[src/rtl/ssr_pkg.sv]
package ssr_pkg;

  typedef struct packed {
    logic rise;
    logic fall;
  } ssr_edge_t;

endpackage

[src/rtl/ssr_clk_front.sv]
module ssr_clk_front
  import ssr_pkg::*;
#(
  parameter int SYNC_STAGES = 2
) (
  input  logic      clk,
  input  logic      rst_n,
  input  logic      sel_ext_i,
  input  logic      sclk_pin_i,
  input  logic      din_pin_i,
  input  logic      sw_tick_i,
  output ssr_edge_t edge_o,
  output logic      sclk_lvl_o,
  output logic      din_sync_o
);

  localparam int LAST = SYNC_STAGES - 1;

  logic [SYNC_STAGES:0]   sclk_q, sclk_d;
  logic [SYNC_STAGES-1:0] din_q, din_d;
  logic                   int_lvl_q, int_lvl_d;
  logic                   ext_rise, ext_fall, int_tick;

  always_comb begin
    sclk_d    = {sclk_q[SYNC_STAGES-1:0], sclk_pin_i};
    din_d     = {din_q[SYNC_STAGES-2:0], din_pin_i};
    int_tick  = sw_tick_i & ~sel_ext_i;
    int_lvl_d = int_lvl_q ^ int_tick;
  end

  always_ff @(posedge clk or negedge rst_n) begin
    if (!rst_n) begin
      sclk_q    <= '0;
      din_q     <= '0;
      int_lvl_q <= 1'b0;
    end else begin
      sclk_q    <= sclk_d;
      din_q     <= din_d;
      int_lvl_q <= int_lvl_d;
    end
  end

  assign ext_rise = sclk_q[LAST] & ~sclk_q[SYNC_STAGES];
  assign ext_fall = ~sclk_q[LAST] & sclk_q[SYNC_STAGES];

  always_comb begin
    if (sel_ext_i) begin
      edge_o.rise = ext_rise;
      edge_o.fall = ext_fall;
    end else begin
      edge_o.rise = int_tick & ~int_lvl_q;
      edge_o.fall = int_tick & int_lvl_q;
    end
  end

  assign sclk_lvl_o = sclk_q[LAST];
  assign din_sync_o = din_q[LAST];

endmodule

[src/rtl/ssr_shift_core.sv]
module ssr_shift_core
  import ssr_pkg::*;
#(
  parameter int DATA_W = 8
) (
  input  logic              clk,
  input  logic              rst_n,
  input  ssr_edge_t         edge_i,
  input  logic              din_i,
  input  logic              wr_en_i,
  input  logic [DATA_W-1:0] wdata_i,
  input  logic              clr_i,
  output logic [DATA_W-1:0] sr_o,
  output logic [DATA_W-1:0] buf_o,
  output logic              done_o
);

  localparam int EDGES = 2 * DATA_W;
  localparam int CNT_W = $clog2(EDGES);
  localparam logic [CNT_W-1:0] CNT_LAST = CNT_W'(EDGES - 1);

  logic              samp_q, samp_d;
  logic [DATA_W-1:0] sr_q, sr_d, buf_q, buf_d, shifted;
  logic [CNT_W-1:0]  cnt_q, cnt_d;
  logic              done_q, done_d;
  logic              any_edge, wrap;

  always_comb begin
    any_edge = edge_i.rise | edge_i.fall;
    wrap     = any_edge & (cnt_q == CNT_LAST);
    shifted  = {sr_q[DATA_W-2:0], samp_q};
    samp_d   = samp_q;
    sr_d     = sr_q;
    cnt_d    = cnt_q;
    buf_d    = buf_q;
    done_d   = done_q;
    if (edge_i.rise) samp_d = din_i;
    if (edge_i.fall) sr_d = shifted;
    if (wr_en_i) sr_d = wdata_i;
    if (any_edge) cnt_d = wrap ? '0 : cnt_q + 1'b1;
    if (clr_i) done_d = 1'b0;
    if (wrap) begin
      done_d = 1'b1;
      buf_d  = edge_i.fall ? shifted : sr_q;
    end
  end

  always_ff @(posedge clk or negedge rst_n) begin
    if (!rst_n) begin
      samp_q <= 1'b0;
      sr_q   <= '0;
      cnt_q  <= '0;
      buf_q  <= '0;
      done_q <= 1'b0;
    end else begin
      samp_q <= samp_d;
      sr_q   <= sr_d;
      cnt_q  <= cnt_d;
      buf_q  <= buf_d;
      done_q <= done_d;
    end
  end

  assign sr_o   = sr_q;
  assign buf_o  = buf_q;
  assign done_o = done_q;

endmodule

[src/rtl/ssr_out_latch.sv]
module ssr_out_latch (
  input  logic clk,
  input  logic rst_n,
  input  logic open_i,
  input  logic msb_i,
  input  logic dir_i,
  output logic dout_o,
  output logic oe_o
);

  logic hold_q, hold_d;

  always_comb begin
    dout_o = open_i ? msb_i : hold_q;
    hold_d = dout_o;
  end

  always_ff @(posedge clk or negedge rst_n) begin
    if (!rst_n) hold_q <= 1'b0;
    else        hold_q <= hold_d;
  end

  assign oe_o = dir_i;

endmodule

[src/rtl/ssr_serial_port.sv]
module ssr_serial_port
  import ssr_pkg::*;
#(
  parameter int DATA_W      = 8,
  parameter int SYNC_STAGES = 2
) (
  input  logic              clk,
  input  logic              rst_n,
  input  logic              clk_sel_ext,
  input  logic              sw_tick,
  input  logic              ser_clk_in,
  input  logic              ser_din,
  input  logic              dr_wr_en,
  input  logic [DATA_W-1:0] dr_wdata,
  output logic [DATA_W-1:0] dr_rdata,
  output logic [DATA_W-1:0] buf_rdata,
  output logic              done_flag,
  input  logic              done_clr,
  input  logic              dout_dir,
  output logic              ser_dout,
  output logic              ser_dout_oe
);

  ssr_edge_t edge_w;
  logic      sclk_lvl;
  logic      din_sync;
  logic      latch_open;

  ssr_clk_front #(.SYNC_STAGES(SYNC_STAGES)) front_i (
    .clk        (clk),
    .rst_n      (rst_n),
    .sel_ext_i  (clk_sel_ext),
    .sclk_pin_i (ser_clk_in),
    .din_pin_i  (ser_din),
    .sw_tick_i  (sw_tick),
    .edge_o     (edge_w),
    .sclk_lvl_o (sclk_lvl),
    .din_sync_o (din_sync)
  );

  ssr_shift_core #(.DATA_W(DATA_W)) core_i (
    .clk     (clk),
    .rst_n   (rst_n),
    .edge_i  (edge_w),
    .din_i   (din_sync),
    .wr_en_i (dr_wr_en),
    .wdata_i (dr_wdata),
    .clr_i   (done_clr),
    .sr_o    (dr_rdata),
    .buf_o   (buf_rdata),
    .done_o  (done_flag)
  );

  assign latch_open = ~clk_sel_ext | sclk_lvl;

  ssr_out_latch out_i (
    .clk    (clk),
    .rst_n  (rst_n),
    .open_i (latch_open),
    .msb_i  (dr_rdata[DATA_W-1]),
    .dir_i  (dout_dir),
    .dout_o (ser_dout),
    .oe_o   (ser_dout_oe)
  );

endmodule

[config.mk]
export PLATFORM = sky130hd
export DESIGN_NAME = ssr_serial_port
export DESIGN_NICKNAME = d
export VERILOG_FILES = /design/src/rtl/ssr_pkg.sv /design/src/rtl/ssr_clk_front.sv /design/src/rtl/ssr_shift_core.sv /design/src/rtl/ssr_out_latch.sv /design/src/rtl/ssr_serial_port.sv
export SDC_FILE = /design/constraint.sdc
export NUM_CORES = 1
export LEC_CHECK = 0
export BUFFER_PORTS_ARGS = -buffer_cell sky130_fd_sc_hd__buf_2
export CORE_AREA = 3 3 59 61
export CTS_BUF_LIST = sky130_fd_sc_hd__clkbuf_4
export DETAILED_ROUTE_END_ITERATION = 10
export DIE_AREA = 0 0 62 64
export PLACE_DENSITY = 0.68
export SYNTH_ARGS = -nofsm -noshare
export SYNTH_HDL_FRONTEND = slang
export SYNTH_SLANG_ARGS = --single-unit
[constraint.sdc]
create_clock -name clk -period 2.15 [get_ports clk]
set_clock_uncertainty 0.2 [all_clocks]
set_input_delay 0.3225 -clock clk [delete_from_list [all_inputs] [get_ports clk]]
set_output_delay 0.3225 -clock clk [all_outputs]
set_load 0.1 [all_outputs]
==> impl_metrics.py <==
metrics = {
    "cts": {
        "postCtsSetupRepairBufs": 0,
        "cts_root_buf": "clkbuf_4",
        "cts_sinks": 29,
        "cts.clk_slew.worst_paths_ns": 0.09,
        "clockBufferDepth": 2,
        "htreeDepth": 2,
        "clk-insertion-delay-late_ns": 0.32,
        "cts_buffers": 5,
        "cts_tree": "yes",
    },
    "route": {
        "route.detailed.drc": 0,
        "first_pass_iters": 4,
        "drtIter0Drc": 19,
        "routed_wl_um": 2249,
        "final_antenna_net_count": 0,
        "vias": 832,
        "vias_per_cell": 4.754,
        "wl_per_cell_um": 12.85,
    },
    "floorplan": {
        "die_w_um": 62,
        "core.rowCount": 20,
        "top_level_ports": 36,
        "die_h_um": 64,
        "dieArea_um2": 3968,
        "coreArea_um2": 3028,
        "start_util": 0.4450,
    },
    "finish": {
        "diodes": 0,
        "fin_nets": 152,
        "final_common_cell": "buf_2",
        "area_growth_pct": 21.26,
        "drive_gt1_frac": 0.5802,
        "n_fill_cell": 252,
        "fin_util": 0.5397,
        "mostFrequentLayoutCells": "buf_2 (32), dfrtp_1 (29), mux2_2 (20)",
    },
    "worst_setup_path": {
        "arrival_ns": 1.52,
        "endpoint_kind": "output port",
        "crit_required_ns": 1.63,
        "reg2reg_to": "core_i.buf_o[1]$_DFFE_PN0P_",
        "cp-start-kind": "flop",
        "r2r_setup_slack_ns": 0.27,
        "r2r-start": "front_i.int_lvl_q$_DFF_PN0_",
        "worstRegToRegCells": 6,
        "critPathMaxFanout": 5,
        "critPathKind": "flop to output port",
    },
    "sta": {
        "hold_viol": 0,
        "setup_slack_ns": 0.1041,
        "fmax_mhz": 488.8,
        "grt_setup_unrepaired": "no",
        "drv_slew": 0,
        "post-route-min-period_ns": 2.046,
        "setup_tns_ns": 0,
        "min_period_over_period": 0.9516,
        "setup-violations-final": 0,
        "relSlewSlack": 0.5789,
        "tightest_slew_ns": 0.6317,
    },
    "power_and_ir_drop": {
        "p_leak_nw": 0.7839,
        "ir_drop_mv": 0.8411,
        "powerDensity_nw_per_um2": 1505,
    },
    "run_status": {
        "status": "finished clean",
    },
    "synthesis": {
        "yosys_register_bits": 29,
        "seq_area_frac_synth": 0.5385,
        "ys_warn_count": 0,
        "synth_area_um2": 1348,
        "synthCells": 90,
        "avgSynthCellArea_um2": 14.97,
        "synth.distinct_cells": 23,
        "syn_nets": 111,
    },
    "worst_hold_path": {
        "whs_endpoint": "core_i.sr_o[7]$_DFF_PN0_",
        "whs_path_depth": 2,
        "hp-start": "dr_wdata[7]",
        "worstHoldPathType": "input pin to flop",
    },
    "flow_run": {
        "maxCapViolCount": 0,
    },
    "placed_design": {
        "pre_cts_ws_ns": 0.02567,
        "portBuffers": 33,
        "gp_congestion": 0.7191,
        "dp_hpwl_um": 1668,
    },
    "global_routing": {
        "track_usage": 0.1317,
        "antenna_found_initial": 0,
        "grt_pass1_vias": 875,
        "grt_pass1_wl_um": 3822,
        "grt_overflow": 0,
        "grt_max_degree": 30,
    },
}
[worst max path at each step]
stage,from,to,slack (ns),cells past startpoint
CTS,front_i.sclk_q[1]$_DFF_PN0_,ser_dout,0.08,3
finish,front_i.sclk_q[1]$_DFF_PN0_,ser_dout,0.10,3
floorplan,clk_sel_ext,core_i.buf_o[0]$_DFFE_PN0P_,0.08,8
global placement,clk_sel_ext,core_i.buf_o[3]$_DFFE_PN0P_,0.07,7
detailed placement,clk_sel_ext,core_i.buf_o[1]$_DFFE_PN0P_,0.03,7
global route,front_i.sclk_q[1]$_DFF_PN0_,ser_dout,0.05,3
[cell usage after synthesis (all sizes together)]
master | count | area, um2
a31oi | 1 | 6.260
a21o | 2 | 16.27
and2b | 1 | 8.760
buf | 5 | 50.04
o21ai | 3 | 18.77
and4 | 1 | 11.26
nand3b | 2 | 15.01
xnor2 | 2 | 17.52
dfrtp | 29 | 725.7
nand2 | 1 | 3.750
a21oi | 1 | 16.27
nor2b | 1 | 6.260
nor3 | 1 | 16.27
inv | 6 | 22.52
mux2 | 28 | 345.3
ha | 4 | 50.05
a41oi | 2 | 17.52
[per-stage QoR]
step	hold slack (ns)	cell area (um2)	std cells	total power, mW
floorplan	-0.1731	1348	90	1.959
global placement	0.1372	1555	165	2.134
detailed placement	0.1347	1555	165	2.168
CTS	0.01512	1634	175	2.485
global route	0.02137	1634	175	2.585
finish	0.03001	1634	175	2.458
[cells by family (layout without fill, tap and decap cells)]
logic type                 after synthesis  in the layout  share of synthesized area
adders and majority gates                4              4                    0.03714
DFF                                     29             29                     0.5385
muxes                                   28             28                     0.2563
and+or+nand+nor                          7              7                    0.04550
buffers and inverters                   11             52                    0.05385
xor gates and xnor gates                 2              2                    0.01300
AOI/OAI and AO/OA                        9              9                    0.05572
[final cells by class]
type                    count  area [um2]  share of cell area
flip-flops and latches     29       725.7              0.4441
multi-input cells          50       549.3              0.3361
repair buffers             39       232.7              0.1424
well taps                  44       55.05             0.03369
clock buffers               6       45.04             0.02757
inverters                   6       22.52             0.01378
clock inverters             1       3.754            0.002297
[registers in the layout, indices dropped and copies added (netlist names)]
| name | count |
|---|---|
| front_i.sclk_q | 3 |
| core_i.done_o | 1 |
| core_i.samp_q | 1 |
| core_i.cnt_q | 4 |
| core_i.sr_o | 8 |
| out_i.hold_q | 1 |
| core_i.buf_o | 8 |
| front_i.din_q | 2 |
| front_i.int_lvl_q | 1 |
[layer usage]
| metal | vias to the layer above | part of all wire | global-route usage | wire length, um |
|---|---|---|---|---|
| li1 | 400 | - | - | - |
| met1 | 406 | 0.42 | 0.1599 | 948 |
| met2 | 18 | 0.51 | 0.2047 | 1153 |
| met3 | 8 | 0.045 | 0.04242 | 102 |
| met4 | 0 | 0.020 | 0.06366 | 45 |
| met5 | - | 0 | 0 | 0 |
[critical path: stages (launching register included)]
cell     delay [ns]
dfrtp_1        0.44
and2b_2        0.23
mux2_2         0.36
buf_12         0.17
[power breakdown]
part           internal (mW)  leakage [nW]  total, mW  switching, mW
Clock                  0.131        0.0292      0.308          0.177
Combinational          0.356         0.406       1.33          0.971
Sequential             0.710         0.348      0.823          0.113
[repair_timing]
action / in CTS / in global routing
hold buffers: 3 / 0
gates resized for setup: 0 / 0
endpoints found under the hold margin: 31 / 0
Power figures use the tool's default switching activity.
